[config.mk]
export PLATFORM = sky130hd
export DESIGN_NAME = ssw_select_ctrl
export DESIGN_NICKNAME = d
export VERILOG_FILES = /design/src/rtl/ssw_pkg.sv /design/src/rtl/ssw_sync_edge.sv /design/src/rtl/ssw_shift_rx.sv /design/src/rtl/ssw_bank_drv.sv /design/src/rtl/ssw_select_ctrl.sv
export SDC_FILE = /design/constraint.sdc
export NUM_CORES = 1
export LEC_CHECK = 0
export ABC_CLOCK_PERIOD_IN_PS = 4840
export BUFFER_PORTS_ARGS = -buffer_cell sky130_fd_sc_hd__buf_2
export CAP_MARGIN = 30
export CORE_ASPECT_RATIO = 2
export CORE_MARGIN = 8
export CORE_UTILIZATION = 30
export DETAILED_ROUTE_END_ITERATION = 12
export PLACE_DENSITY_LB_ADDON = 0.12
export RECOVER_POWER = 25
export SLEW_MARGIN = 25
export SYNTH_ARGS = -nofsm -noshare
export SYNTH_HDL_FRONTEND = slang
export SYNTH_SLANG_ARGS = --single-unit
[constraint.sdc]
create_clock -name clk -period 4.84 [get_ports clk]
set_input_delay 0.968 -clock clk [delete_from_list [all_inputs] [get_ports clk]]
set_output_delay 0.968 -clock clk [all_outputs]
set_load 0.05 [all_outputs]
[src/rtl/ssw_pkg.sv]
package ssw_pkg;
   localparam int WORD_W = 8;

   typedef struct packed {
      logic       off;
      logic       keep_a;
      logic       keep_b;
      logic [4:0] addr;
   } ssw_ctl_t;

   // Split a received word into its control fields for the chosen variant.
   function automatic ssw_ctl_t ssw_decode(input logic [WORD_W-1:0] w, input bit dual);
      ssw_ctl_t c;
      c.off    = w[7];
      c.keep_a = w[6];
      c.keep_b = dual ? w[5] : 1'b1;
      c.addr   = dual ? {1'b0, w[3:0]} : w[4:0];
      return c;
   endfunction
endpackage

[src/rtl/ssw_sync_edge.sv]
module ssw_sync_edge #(
   parameter int STAGES = 2
) (
   input  logic clk,
   input  logic clr_n,
   input  logic frm_n,
   input  logic sclk,
   input  logic sdi,
   output logic frm_act,
   output logic sclk_fall,
   output logic sdi_s
);
   localparam int         NSIG = 3;
   localparam logic [2:0] RST_VAL = 3'b100;   // frame idle high, clock and data low

   generate
      if (STAGES < 2) begin : g_bad_stages
         $error("ssw_sync_edge: STAGES must be at least 2");
      end
   endgenerate

   logic [NSIG-1:0]   raw;
   logic [STAGES-1:0] chain [NSIG];
   logic              sclk_prev;

   assign raw = {frm_n, sclk, sdi};

   for (genvar g = 0; g < NSIG; g++) begin : g_sync
      always_ff @(posedge clk or negedge clr_n) begin
         if (!clr_n) chain[g] <= {STAGES{RST_VAL[g]}};
         else        chain[g] <= {chain[g][STAGES-2:0], raw[g]};
      end
   end

   always_ff @(posedge clk or negedge clr_n) begin
      if (!clr_n) sclk_prev <= 1'b0;
      else        sclk_prev <= chain[1][STAGES-1];
   end

   assign frm_act   = ~chain[2][STAGES-1];
   assign sclk_fall = sclk_prev & ~chain[1][STAGES-1];
   assign sdi_s     = chain[0][STAGES-1];
endmodule

[src/rtl/ssw_shift_rx.sv]
module ssw_shift_rx #(
   parameter int WORD_W = 8,
   localparam int CW    = $clog2(WORD_W + 1)
) (
   input  logic              clk,
   input  logic              clr_n,
   input  logic              frm_act,
   input  logic              sclk_fall,
   input  logic              sdi_s,
   output logic              word_vld,
   output logic [WORD_W-1:0] word,
   output logic [CW-1:0]     bit_cnt
);
   generate
      if (WORD_W < 2) begin : g_bad_width
         $error("ssw_shift_rx: WORD_W must be at least 2");
      end
   endgenerate

   logic [WORD_W-1:0] shreg;
   logic              frm_was;
   logic              take;

   // An edge seen in the cycle the frame closes still belongs to it.
   assign take = sclk_fall && (frm_act || frm_was) && (bit_cnt < CW'(WORD_W));

   always_ff @(posedge clk or negedge clr_n) begin
      if (!clr_n) begin
         shreg    <= '0;
         bit_cnt  <= '0;
         word_vld <= 1'b0;
         word     <= '0;
         frm_was  <= 1'b0;
      end else begin
         frm_was  <= frm_act;
         word_vld <= 1'b0;
         if (take) begin
            shreg   <= {shreg[WORD_W-2:0], sdi_s};
            bit_cnt <= bit_cnt + 1'b1;
            if (bit_cnt == CW'(WORD_W - 1)) begin
               word_vld <= 1'b1;
               word     <= {shreg[WORD_W-2:0], sdi_s};
            end
         end else if (!frm_act) begin
            bit_cnt <= '0;
         end
      end
   end
endmodule

[src/rtl/ssw_bank_drv.sv]
module ssw_bank_drv #(
   parameter int CH  = 16,
   parameter int GAP = 1,
   localparam int AW = $clog2(CH),
   localparam int GW = $clog2(GAP + 1)
) (
   input  logic          clk,
   input  logic          clr_n,
   input  logic          upd,
   input  logic          off,
   input  logic [AW-1:0] addr,
   output logic [CH-1:0] en
);
   generate
      if (GAP < 1) begin : g_bad_gap
         $error("ssw_bank_drv: GAP must be at least 1");
      end
      if (CH < 2) begin : g_bad_ch
         $error("ssw_bank_drv: CH must be at least 2");
      end
   endgenerate

   logic [CH-1:0] en_q;
   logic [CH-1:0] want_vec;
   logic [CH-1:0] tgt_vec;
   logic [AW-1:0] tgt;
   logic [GW-1:0] gcnt;
   logic          pend;

   always_comb begin
      want_vec       = '0;
      want_vec[addr] = 1'b1;
      tgt_vec        = '0;
      tgt_vec[tgt]   = 1'b1;
   end

   always_ff @(posedge clk or negedge clr_n) begin
      if (!clr_n) begin
         en_q <= '0;
         pend <= 1'b0;
         tgt  <= '0;
         gcnt <= '0;
      end else if (upd) begin
         if (off) begin
            en_q <= '0;
            pend <= 1'b0;
         end else if (en_q == want_vec) begin
            pend <= 1'b0;
         end else if (en_q == '0) begin
            en_q <= want_vec;
            pend <= 1'b0;
         end else begin
            en_q <= '0;              // open first, close later
            pend <= 1'b1;
            tgt  <= addr;
            gcnt <= GW'(GAP - 1);
         end
      end else if (pend) begin
         if (gcnt == '0) begin
            en_q <= tgt_vec;
            pend <= 1'b0;
         end else begin
            gcnt <= gcnt - 1'b1;
         end
      end
   end

   assign en = en_q;
endmodule

[src/rtl/ssw_select_ctrl.sv]
module ssw_select_ctrl #(
   parameter bit  DUAL_BANK   = 1'b1,
   parameter int  SYNC_STAGES = 2,
   parameter int  GAP_CYCLES  = 1,
   localparam int BANK_CH     = DUAL_BANK ? 16 : 32,
   localparam int AW          = $clog2(BANK_CH),
   localparam int CW          = $clog2(ssw_pkg::WORD_W + 1)
) (
   input  logic               clk,
   input  logic               clr_n,
   input  logic               frm_n,
   input  logic               sclk,
   input  logic               sdi,
   output logic [BANK_CH-1:0] sw_en_a,
   output logic [BANK_CH-1:0] sw_en_b
);
   import ssw_pkg::*;

   logic              frm_act;
   logic              sclk_fall;
   logic              sdi_s;
   logic              word_vld;
   logic [WORD_W-1:0] word;
   logic [CW-1:0]     bit_cnt;
   ssw_ctl_t          ctl;

   ssw_sync_edge #(.STAGES(SYNC_STAGES)) u_sync (
      .clk(clk), .clr_n(clr_n), .frm_n(frm_n), .sclk(sclk), .sdi(sdi),
      .frm_act(frm_act), .sclk_fall(sclk_fall), .sdi_s(sdi_s)
   );

   ssw_shift_rx #(.WORD_W(WORD_W)) u_rx (
      .clk(clk), .clr_n(clr_n), .frm_act(frm_act), .sclk_fall(sclk_fall),
      .sdi_s(sdi_s), .word_vld(word_vld), .word(word), .bit_cnt(bit_cnt)
   );

   assign ctl = ssw_decode(word, DUAL_BANK);

   ssw_bank_drv #(.CH(BANK_CH), .GAP(GAP_CYCLES)) u_bank_a (
      .clk(clk), .clr_n(clr_n), .upd(word_vld && !ctl.keep_a),
      .off(ctl.off), .addr(ctl.addr[AW-1:0]), .en(sw_en_a)
   );

   generate
      if (DUAL_BANK) begin : g_dual
         ssw_bank_drv #(.CH(BANK_CH), .GAP(GAP_CYCLES)) u_bank_b (
            .clk(clk), .clr_n(clr_n), .upd(word_vld && !ctl.keep_b),
            .off(ctl.off), .addr(ctl.addr[AW-1:0]), .en(sw_en_b)
         );
      end else begin : g_single
         assign sw_en_b = '0;
      end
   endgenerate
endmodule

==> impl_metrics.toml <==
[run_status]
status = "finished clean"

[power_and_ir_drop]
ir_worst_vdd_mv = 0.1559
p_leak_nw = 1.989
p_per_area_nw_per_um2 = 302.0
pwr-share-clk_pct = 53.2
combPwrFrac_pct = 2.4
internal_power_mw = 1.063
power.switching_uw = 305.7
p_sw_share_pct = 22.33
p_seq_share_pct = 44.4

[route]
drc = 0
viasPerCell = 5.391
routed-via-count = 3078
routedWlPerCell_um = 18.59
ant_nets = 0
drt_iter0_drc = 176
wl_mm = 10.62
dr.pass1.iters = 4

[synth]
synth_area_leaders = "dfrtp_1 (43%), mux2_2 (8.7%), nand2_1 (5.1%)"
postSynth.asyncResetShare_pct = 100.0
ys.flop_type = "dfrtp_1"
ys_types = 54
synthAdderAreaFrac_pct = 0.3216
ys_warn_count = 0
synth-simple-area-share_pct = 25.76
syn_area_per_cell_sq_um = 10.16
synth_cells = 383
muxShareOfSynthArea_pct = 13.06
synth_top_family_by_area = "simple AND/OR/NAND/NOR gates"
synth_seq_area_share_pct = 44.45
synth_edf_count = 0
mappedNetlistNets = 389
netlist_area_sq_um = 3890
synth-xor-area-share_pct = 0
ys_seq_elements = 69
synth_compound_area_share_pct = 13.38
synth_top_area_share_pct = 43.10
synth_largest_area_cell = "dfrtp_1"

[layout]
n_antenna_cell = 0
seqCellArea_sq_um = 1732
post-route-util_pct = 35.29
nets = 420
drive_gt1_share_pct = 25.54
syn2layout_area_growth_pct = 16.53
fillers = 1328
multi_input_area_sq_um = 2043

[flow_run]
maxCapViolations = 0

[setup_path]
r2r-start = "u_rx.word[2]"
required_ns = 5.05
cp-start-kind = "flop"
r2r_slack_ns = 1.84
crit_path_max_incr_delay_ns = 0.62
reg2reg_to = "u_bank_a.en[2]"
crit_fanout = 39
reg2reg_depth = 6
crit_path_top_delay_cell = "dfrtp_2"
worst_setup_path_end_kind = "flop"
crit_chain = "or4_4 > and2_1 > a211oi_1 > nor4b_4 > a31oi_4 > mux2_2"
critical_path_class = "reg -> reg"
cp.arrival_ns = 3.21

[min_path]
hold_path_depth = 0
hold_end = "u_sync.sdi_s"
hp-class = "reg -> reg"
hp-start = "u_sync.chain[4]"

[clock_tree]
tritoncts = "built"
root_buffer = "clkbuf_16"
insertion_delay_ns = 0.34
clk_path_buf_depth = 2
numCtsBuffers = 9
path_clk_slew_ns = 0.06
clock-sinks = 69
ctsHoldBuffers = 0
post_cts_buffers = 0
cts_resized = 0
htreeDepth = 3

[timing]
drv_slew = 0
rsz0062_at_grt = "no"
worst_pin_slew_ns = 1.435
slew_headroom_pct = 4.322
finalCritPeriodShare_pct = 61.95
fin_setup_tns_ns = 0
min_period_ns = 2.999
hold_viol = 0
whs_ns = 0.3486
finalSetupViolations = 0
fin_skew_ns = 0.007117
max_freq_ghz = 0.3335

[floorplan]
ios = 37
die_area_sq_um = 17090
row_count = 59
die_w_um = 96.52
die_h_um = 177.0
initial_core_util_pct = 30.28
core_area_sq_um = 12840

[place]
place.gp.congestion = 0.8168
port_buffers = 36
place_hpwl_mm = 7.970

[global_routing]
antenna_found_initial = 0
grt_overflow = 0
first_global_vias = 3028
grt_first_pass_wirelength_mm = 17.24
grt_max_degree = 40
grtUsageTotal_pct = 13.25
worst max path at each step:
stage                      start               to  slack, ns  cells past startpoint
global placement    u_rx.word[2]   u_bank_a.en[1]       1.62                      6
floorplan           u_rx.word[1]  u_bank_a.en[10]       2.39                      7
CTS                 u_rx.word[3]   u_bank_a.en[2]       1.51                      6
global route        u_rx.word[3]   u_bank_a.en[2]       1.65                      6
detailed placement  u_rx.word[3]   u_bank_a.en[1]       1.54                      6
finish              u_rx.word[2]   u_bank_a.en[2]       1.84                      6
power by group through the flow:
stage	logic, mW	registers (mW)	clock network (mW)
floorplan	0.0169	0.615	0
global placement	0.0334	0.619	0
detailed placement	0.0359	0.619	0
CTS	0.0359	0.609	0.746
global route	0.0412	0.611	0.773
finish	0.0326	0.608	0.728
per-stage QoR:
step | setup slack [ns] | power (mW) | instances | area [sq um]
after global routing | 1.649 | 1.425 | 571 | 4533
final | 1.841 | 1.369 | 571 | 4533
after detailed placement | 1.543 | 0.6549 | 553 | 4189
after floorplan | 2.390 | 0.6319 | 383 | 3890
after CTS | 1.508 | 1.391 | 569 | 4518
after global placement | 1.625 | 0.6528 | 552 | 4169
synthesized netlist by cell type, types with 3 or more instances:
library cell / count
a21oi_1: 4
and3b_1: 6
buf_2: 7
clkbuf_1: 9
dfrtp_1: 67
inv_1: 4
mux2_2: 30
mux2_4: 10
nand2_1: 53
nand2b_1: 10
nand3_1: 10
nand3b_1: 4
nand4_1: 4
nor2_1: 21
nor2b_1: 6
nor3_1: 3
nor3b_1: 15
nor4_1: 10
nor4b_1: 3
nor4bb_1: 3
o21a_1: 3
o21ai_0: 15
o22ai_1: 21
o31ai_1: 5
o32ai_1: 8
or3_1: 8
or3b_2: 3
critical path, delay by kind of cell, from the launching register on:
kind             cells  cell delay (ns)
flip-flops           1             0.62
AND/OR/NAND/NOR      3             0.89
AO/OA/AOI/OAI        2             0.95
multiplexers         1             0.41
state kept, by name, indices dropped and copies added (netlist names):
signal and cells:
u_sync.sclk_prev 1, u_rx.shreg 7, g_dual.u_bank_b.tgt 4, u_rx.frm_was 1, u_bank_a.tgt 4, u_bank_a.pend 1, u_rx.word 7, u_rx.word_vld 1
g_dual.u_bank_b.pend 1, u_sync.chain 5, g_dual.u_bank_b.en 16, u_bank_a.en 16, u_rx.bit_cnt 4, u_sync.sdi_s 1
cells by family (layout without fill, tap and decap cells):
kind of cell | Yosys count | after routing
DFF | 69 | 69
muxes | 42 | 42
AOI/OAI and AO/OA | 72 | 72
adders and majority gates | 1 | 1
and+or+nand+nor | 174 | 174
buffers and inverters | 25 | 61
per-layer routing:
layer / global-route usage, % / wire length (um)
met4: 6.675 / 328
met1: 17.63 / 4920
met5: 0 / 0
met2: 19.63 / 5005
met3: 2.677 / 361
layout by cell type (no fill, tap or decap), drive strengths merged, types with 4 or more instances in the layout:
cell     n
dfrtp   67
nand2   53
mux2    40
buf     38
nor2    21
o22ai   21
nor3b   15
o21ai   15
clkbuf  11
nand2b  10
nand3   10
nor4    10
or3      8
o32ai    8
inv      7
and3b    6
nor2b    6
o31ai    5
a21oi    4
nand3b   4
nand4    4
nor4b    4
or3b     4
final cells by class:
type	instances	area share (%)
timing repair buffer	40	4.858
multi-input combinational	289	45.07
clock inverter	7	2.291
clock buffer	9	4.968
inverter	5	0.4140
tap	152	4.195
sequential	69	38.20
Power figures use the tool's default switching activity.
